File: src/rtl/i2s_ser_pkg.sv
`timescale 1ns/1ps
package i2s_ser_pkg;
  localparam int CH_SLOTS    = 32;
  localparam int FRAME_SLOTS = 2 * CH_SLOTS;
  localparam int SLOT_BITS   = $clog2(FRAME_SLOTS);

  typedef struct packed {
    logic loadPair;   // capture both channels, left into shifter
    logic loadRight;  // move held right sample into shifter
    logic shift;      // advance serial data by one bit
  } ctrlStrobe_t;
endpackage

File: src/rtl/i2s_ser_ctrl.sv
`timescale 1ns/1ps
module i2s_ser_ctrl
  import i2s_ser_pkg::*;
(
  input  logic        clk,
  input  logic        rstN,
  input  logic        bitStrobe,
  input  logic        frameRestart,
  output ctrlStrobe_t strobes,
  output logic        wsOut,
  output logic        sampleTaken
);
  localparam logic [SLOT_BITS-1:0] FIRST_SLOT = '0;
  localparam logic [SLOT_BITS-1:0] RIGHT_SLOT = SLOT_BITS'(CH_SLOTS);
  localparam logic [SLOT_BITS-1:0] WS_RISE    = SLOT_BITS'(CH_SLOTS - 1);
  localparam logic [SLOT_BITS-1:0] LAST_SLOT  = SLOT_BITS'(FRAME_SLOTS - 1);

  logic [SLOT_BITS-1:0] slotCnt;
  logic                 wsReg;

  always_comb begin
    strobes           = '0;
    strobes.loadPair  = bitStrobe && (slotCnt == FIRST_SLOT);
    strobes.loadRight = bitStrobe && (slotCnt == RIGHT_SLOT);
    strobes.shift     = bitStrobe && (slotCnt != FIRST_SLOT) && (slotCnt != RIGHT_SLOT);
  end

  always_ff @(posedge clk) begin
    if (!rstN) begin
      slotCnt <= '0;
      wsReg   <= 1'b0;
    end else if (bitStrobe) begin
      slotCnt <= frameRestart ? FIRST_SLOT : slotCnt + 1'b1;
      // word select leads each channel's MSB by one period
      wsReg   <= (slotCnt >= WS_RISE) && (slotCnt != LAST_SLOT);
    end
  end

  assign wsOut       = wsReg;
  assign sampleTaken = (slotCnt == LAST_SLOT);

  p_slot_step_r2: assert property (@(posedge clk) disable iff (!rstN)
    (bitStrobe && !frameRestart) |=> (slotCnt == $past(slotCnt) + 1'b1));
  p_slot_idle_r2: assert property (@(posedge clk) disable iff (!rstN)
    !bitStrobe |=> $stable(slotCnt));
  p_restart_r9: assert property (@(posedge clk) disable iff (!rstN)
    (bitStrobe && frameRestart) |=> (slotCnt == FIRST_SLOT));
  p_ws_rise_r6: assert property (@(posedge clk) disable iff (!rstN)
    (bitStrobe && slotCnt == WS_RISE) |=> wsOut);
  p_ws_hold_r8: assert property (@(posedge clk) disable iff (!rstN)
    !bitStrobe |=> $stable(wsOut));
  p_taken_single_r7: assert property (@(posedge clk) disable iff (!rstN)
    (sampleTaken && bitStrobe) |=> !sampleTaken);
endmodule

File: src/rtl/i2s_ser_datapath.sv
`timescale 1ns/1ps
module i2s_ser_datapath
  import i2s_ser_pkg::*;
#(
  parameter int SAMPLE_W = 16
) (
  input  logic                clk,
  input  logic                rstN,
  input  ctrlStrobe_t         strobes,
  input  logic [SAMPLE_W-1:0] leftIn,
  input  logic [SAMPLE_W-1:0] rightIn,
  output logic                sdOut
);
  localparam int PAD_W = CH_SLOTS - SAMPLE_W;

  logic [SAMPLE_W-1:0] rightHold;
  logic [CH_SLOTS-1:0] shiftReg;
  logic [CH_SLOTS-1:0] leftSlot;
  logic [CH_SLOTS-1:0] rightSlot;

  // left-justify a sample in its slot, zero-filling the low positions
  assign leftSlot  = CH_SLOTS'(leftIn)    << PAD_W;
  assign rightSlot = CH_SLOTS'(rightHold) << PAD_W;

  always_ff @(posedge clk) begin
    if (!rstN) begin
      rightHold <= '0;
      shiftReg  <= '0;
    end else if (strobes.loadPair) begin
      rightHold <= rightIn;
      shiftReg  <= leftSlot;
    end else if (strobes.loadRight) begin
      shiftReg  <= rightSlot;
    end else if (strobes.shift) begin
      shiftReg  <= shiftReg << 1;
    end
  end

  assign sdOut = shiftReg[CH_SLOTS-1];

  p_right_hold_r3: assert property (@(posedge clk) disable iff (!rstN)
    strobes.loadPair |=> (rightHold == $past(rightIn)));
  p_right_keep_r3: assert property (@(posedge clk) disable iff (!rstN)
    !strobes.loadPair |=> $stable(rightHold));
  p_sd_hold_r8: assert property (@(posedge clk) disable iff (!rstN)
    !(strobes.loadPair || strobes.loadRight || strobes.shift) |=> $stable(sdOut));

  generate
    if (PAD_W > 0) begin : g_pad_check
      p_pad_zero_r5: assert property (@(posedge clk) disable iff (!rstN)
        (strobes.loadPair || strobes.loadRight) |=> (shiftReg[PAD_W-1:0] == '0));
    end
  endgenerate
endmodule

File: src/rtl/i2s_stereo_serializer.sv
`timescale 1ns/1ps
module i2s_stereo_serializer
  import i2s_ser_pkg::*;
#(
  parameter int SAMPLE_W = 16,
  parameter bit INV_BCLK = 1'b0
) (
  input  logic                clk,
  input  logic                rstN,
  input  logic                bitClkIn,
  input  logic                bitStrobe,
  input  logic                frameRestart,
  input  logic [SAMPLE_W-1:0] leftIn,
  input  logic [SAMPLE_W-1:0] rightIn,
  output logic                sclkOut,
  output logic                wsOut,
  output logic                sdOut,
  output logic                sampleTaken
);
  ctrlStrobe_t strobes;

  generate
    if (SAMPLE_W < 8 || SAMPLE_W > CH_SLOTS) begin : g_bad_width
      $error("SAMPLE_W must lie in 8..32");
    end
    if (INV_BCLK) begin : g_bclk_inv
      assign sclkOut = ~bitClkIn;
    end else begin : g_bclk_direct
      assign sclkOut = bitClkIn;
    end
  endgenerate

  i2s_ser_ctrl u_ctrl (
    .clk          (clk),
    .rstN         (rstN),
    .bitStrobe    (bitStrobe),
    .frameRestart (frameRestart),
    .strobes      (strobes),
    .wsOut        (wsOut),
    .sampleTaken  (sampleTaken)
  );

  i2s_ser_datapath #(.SAMPLE_W(SAMPLE_W)) u_data (
    .clk     (clk),
    .rstN    (rstN),
    .strobes (strobes),
    .leftIn  (leftIn),
    .rightIn (rightIn),
    .sdOut   (sdOut)
  );

  p_sclk_follow_r10: assert property (@(posedge clk) disable iff (!rstN)
    sclkOut == (bitClkIn ^ INV_BCLK));
endmodule

File: config.mk
export PLATFORM = sky130hd
export DESIGN_NAME = i2s_stereo_serializer
export DESIGN_NICKNAME = d
export VERILOG_FILES = /design/src/rtl/i2s_ser_pkg.sv /design/src/rtl/i2s_ser_ctrl.sv /design/src/rtl/i2s_ser_datapath.sv /design/src/rtl/i2s_stereo_serializer.sv
export SDC_FILE = /design/constraint.sdc
export NUM_CORES = 1
export LEC_CHECK = 0
export BUFFER_PORTS_ARGS = -buffer_cell sky130_fd_sc_hd__buf_2
export CORE_MARGIN = 4
export CORE_UTILIZATION = 54
export CTS_CLUSTER_DIAMETER = 100
export DETAILED_ROUTE_END_ITERATION = 10
export GPL_TIMING_DRIVEN = 0
export PLACE_DENSITY = 0.83
export SKIP_LAST_GASP = 1
export SYNTH_ARGS = -nofsm -noshare
export SYNTH_HDL_FRONTEND = slang
export SYNTH_SLANG_ARGS = --single-unit
File: constraint.sdc
create_clock -name clk -period 2.75 [get_ports clk]
set_clock_uncertainty 0.15 [all_clocks]
set_input_delay 0.4125 -clock clk [delete_from_list [all_inputs] [get_ports clk]]
set_output_delay 0.4125 -clock clk [all_outputs]
set_load 0.03 [all_outputs]
==> results.txt <==
----------------------------------------------------
[Run status]
  Result of the run ... completed

[Floorplanning]
  Number of placed I/O pins ... 41
  Die area ... 4635 um^2
  Area of the placeable core ... 3416 um^2
  Chip height ... 68.08 um
  Initial Utilization ... 57.07%
  Die outline width ... 68.08 um
  Cell Rows ... 21

[GRT]
  Total gr overflow ... 0
  Pin count of the biggest net entering global routing ... 11
  Vias in the first global route ... 1629
  Global-route wire length before repair ... 7.369 mm
  Total global-route track usage ... 21.52%
  Number of antenna violations at the first check in global routing ... 0

[Place]
  Routability congestion estimate ... 0.8111
  Detailed placement HPWL ... 3.131 mm
  Number of cells after detailed placement ... 290
  Quantity of I/O buffers inserted on ports ... 37

[Clocking]
  Cts hold-fix bufs ... 0
  Depth of the CTS H-tree ... 2
  Root Buffer Master ... sky130_fd_sc_hd__clkbuf_4
  Clock-pin slew of the registers on the worst-case setup and hold paths ... 110 ps
  Number of sinks handled by clock tree synthesis ... 39
  Clock tree from TritonCTS ... yes
  Resize count post-CTS ... 0
  Total CTS buffers ... 5
  Post-CTS Setup Repair Bufs ... 0
  Skew-Pair Late Insertion Delay ... 350 ps
  Max clock buf depth ... 2

[Synthesis]
  Flip-flop and latch count after synthesis ... 39
  Post-Syn Area ... 1949 um^2
  Post-synthesis net count ... 246
  Synth Area in Adders ... 1.284%
  Simple-gate share of the synthesized area ... 21.63%
  Sequential cell area fraction in the yosys report ... 40.05%
  Fraction of registers with async set/reset ... 0%
  Fraction of synthesized cell area in xor and xnor cells ... 1.797%
  Number of flops mapped to enable cells by yosys ... 0
  Synthesized instance count ... 207
  Yosys Warn Count ... 0
  Area fraction in compound gates after synthesis ... 12.52%
  Mux contribution to synthesized area ... 16.43%
  Average cell area after synthesis ... 9.417 um^2
  Main flop type after synthesis ... sky130_fd_sc_hd__dfxtp_1
  Count of distinct cell types in the synthesized netlist ... 31
  Main combinational cell family by area after synthesis ... simple AND/OR/NAND/NOR gates

[Setup path]
  Crit path capture type ... output port
  Worst reg2reg path startpoint ... u_ctrl.slotCnt[0]$_SDFFE_PN0P_
  Start point of the critical path ... u_ctrl.slotCnt[5]$_SDFFE_PN0P_
  Reg-to-Reg End ... u_data.rightHold[13]$_SDFFE_PN0P_
  Data arrival at the endpoint of the critical path ... 1840 ps
  Number of buffers and inverters on the critical path ... 4
  Critical path required time ... 2190 ps
  Max stage delay cell, worst path ... sky130_fd_sc_hd__dfxtp_1
  Worst setup path category ... reg -> out
  Largest delay share family, worst path ... buffers and inverters
  Critical Path, Cell by Cell ... buf_2 > buf_2 > inv_1 > nor2_1 > buf_2
  Most used cell along the critical path ... sky130_fd_sc_hd__buf_2
  Critical Path Start Type ... register
  Number of cell instances on the worst register-to-register path ... 7
  CP max stage delay ... 390 ps
  Minimum setup slack among reg-to-reg paths ... 530 ps
  Top fanout value on the critical path ... 10

[Timing]
  Relative max-transition margin ... 52.76%
  Hold Fails Final Rpt ... 0
  Pins over their slew limit ... 0
  Setup violations, final ... 0
  Transition at the pin with the smallest max-transition slack ... 708.6 ps
  Setup repair after global routing missed its margin ... false
  Period minus WS final ... 2402 ps
  Summed negative setup slack over all endpoints ... 0 ps
  Fmax ... 0.4163 GHz
  Share of the clock period used by the worst path ... 87.35%

[Layout]
  Final antenna diode count ... 0
  Final design utilization ... 65.38%
  Final net count ... 290
  Share of layout cells above drive strength 1 ... 24.40%
  Non-filler cells, final ... 296
  Total area of multi-input combinational cells ... 1046 um^2
  Most frequent cells in the layout ... sky130_fd_sc_hd__buf_2 (39), sky130_fd_sc_hd__dfxtp_1 (39), sky130_fd_sc_hd__nand2_1 (37)
  Layout area overhead ... 14.57%
  Number of inserted filler cells in the final layout ... 294
  Sequential cell area ... 780.7 um^2

[Power]
  Power per cell area ... 464.1 nW/um^2
  Max IR drop VDD ... 0.0003064 V
  Static Leak ... 0.8568 nW

[Min path]
  Number of instances on the worst hold path ... 3
  End point of the worst hold path ... u_data.rightHold[4]$_SDFFE_PN0P_
  HP Class ... in -> reg
  Hold_sp ... rightIn[4]

[Routing]
  Initial DRT Pass Iterations ... 4
  Via count ... 1658
  Number of remaining DRC errors ... 0
  Final WL ... 4.327 mm
  First-iteration detailed-routing DRC count ... 61
  Per-cell routed wire length ... 14.62 um
  Detailed-route vias per instance ... 5.601
  Antenna violation net count after detailed routing ... 0

[Run]
  Number of maximum-capacitance constraint violations ... 0

----------------------------------------------------
-- flip-flops by register name, summed over array words and instances, names as in the netlist --
name	flops
u_data.shiftReg	16
u_ctrl.slotCnt	6
u_data.rightHold	16
u_ctrl.wsOut	1
-- per-stage QoR --
stage	cell area (um^2)	hold WS, ps	power, W	setup slack, ps
floorplan	1949	284.4	0.0007284	759.7
global placement	2192	291.3	0.0007759	580.7
detailed placement	2192	299.3	0.0007820	525.7
CTS	2233	144.3	0.001036	334.2
global route	2233	133.7	0.001086	206.4
finish	2233	143.7	0.001037	347.9
-- cell type report --
class | count | area share [%]
Multi-Input combinational cell | 144 | 46.83
Sequential cell | 39 | 34.96
Timing Repair Buffer | 37 | 8.291
Buffer | 20 | 4.818
Tap cell | 46 | 2.577
Clock buffer | 6 | 1.849
Inverter | 4 | 0.6723
-- layer usage --
metal | up-vias | part of all wire [%] | GRT usage [%] | routed length (um)
met1 | 756 | 43 | 25.43 | 1853
met5 | - | 0 | 0 | 0
li1 | 836 | - | - | -
met4 | 0 | 2.2 | 9.181 | 94
met3 | 11 | 6.3 | 6.240 | 273
met2 | 55 | 49 | 36.10 | 2106
-- worst max path at each step --
stage               slack [ps]  cells after the start                                end
floorplan                  760                      7  u_data.rightHold[10]$_SDFFE_PN0P_
global placement           580                      7   u_data.rightHold[6]$_SDFFE_PN0P_
detailed placement         530                      7  u_data.rightHold[13]$_SDFFE_PN0P_
CTS                        330                      5                        sampleTaken
global route               210                      5                        sampleTaken
finish                     350                      5                        sampleTaken
-- worst reg2reg max path: stages (launching register included) --
cell,delay (ps)
sky130_fd_sc_hd__dfxtp_1,360
sky130_fd_sc_hd__inv_1,70
sky130_fd_sc_hd__ha_1,120
sky130_fd_sc_hd__or4b_1,460
sky130_fd_sc_hd__buf_6,160
sky130_fd_sc_hd__nor3_4,380
sky130_fd_sc_hd__buf_8,230
sky130_fd_sc_hd__mux2i_1,220
-- synthesized netlist by cell type (3+ instances only) --
cell type                   n  area [um^2]
sky130_fd_sc_hd__o311ai_2  10        162.7
sky130_fd_sc_hd__o311ai_0   5        43.79
sky130_fd_sc_hd__nor2_1     4        15.01
sky130_fd_sc_hd__nand4_1   18        112.6
sky130_fd_sc_hd__nand2_1   37        138.9
sky130_fd_sc_hd__o21ai_0    3        15.01
sky130_fd_sc_hd__inv_1      3        11.26
sky130_fd_sc_hd__a21oi_1    3        15.01
sky130_fd_sc_hd__mux2i_1   32        320.3
sky130_fd_sc_hd__nand3_1   15        75.07
sky130_fd_sc_hd__clkbuf_1  13        48.80
sky130_fd_sc_hd__xor2_1     3        26.28
sky130_fd_sc_hd__dfxtp_1   39        780.8
-- where the power goes --
group          total, W  switching (W)  internal [W]
Combinational  0.000159      0.0000907     0.0000684
Clock          0.000267       0.000176     0.0000910
Sequential     0.000610      0.0000160      0.000594
Total           0.00104       0.000283      0.000754
-- cells by family after synthesis --
logic type	Yosys count
simple gates	84
flops	39
mux	32
buf+inv	24
compound gates	22
xor+xnor	4
fa+ha+maj	2
(Power assumes the default switching activity.)
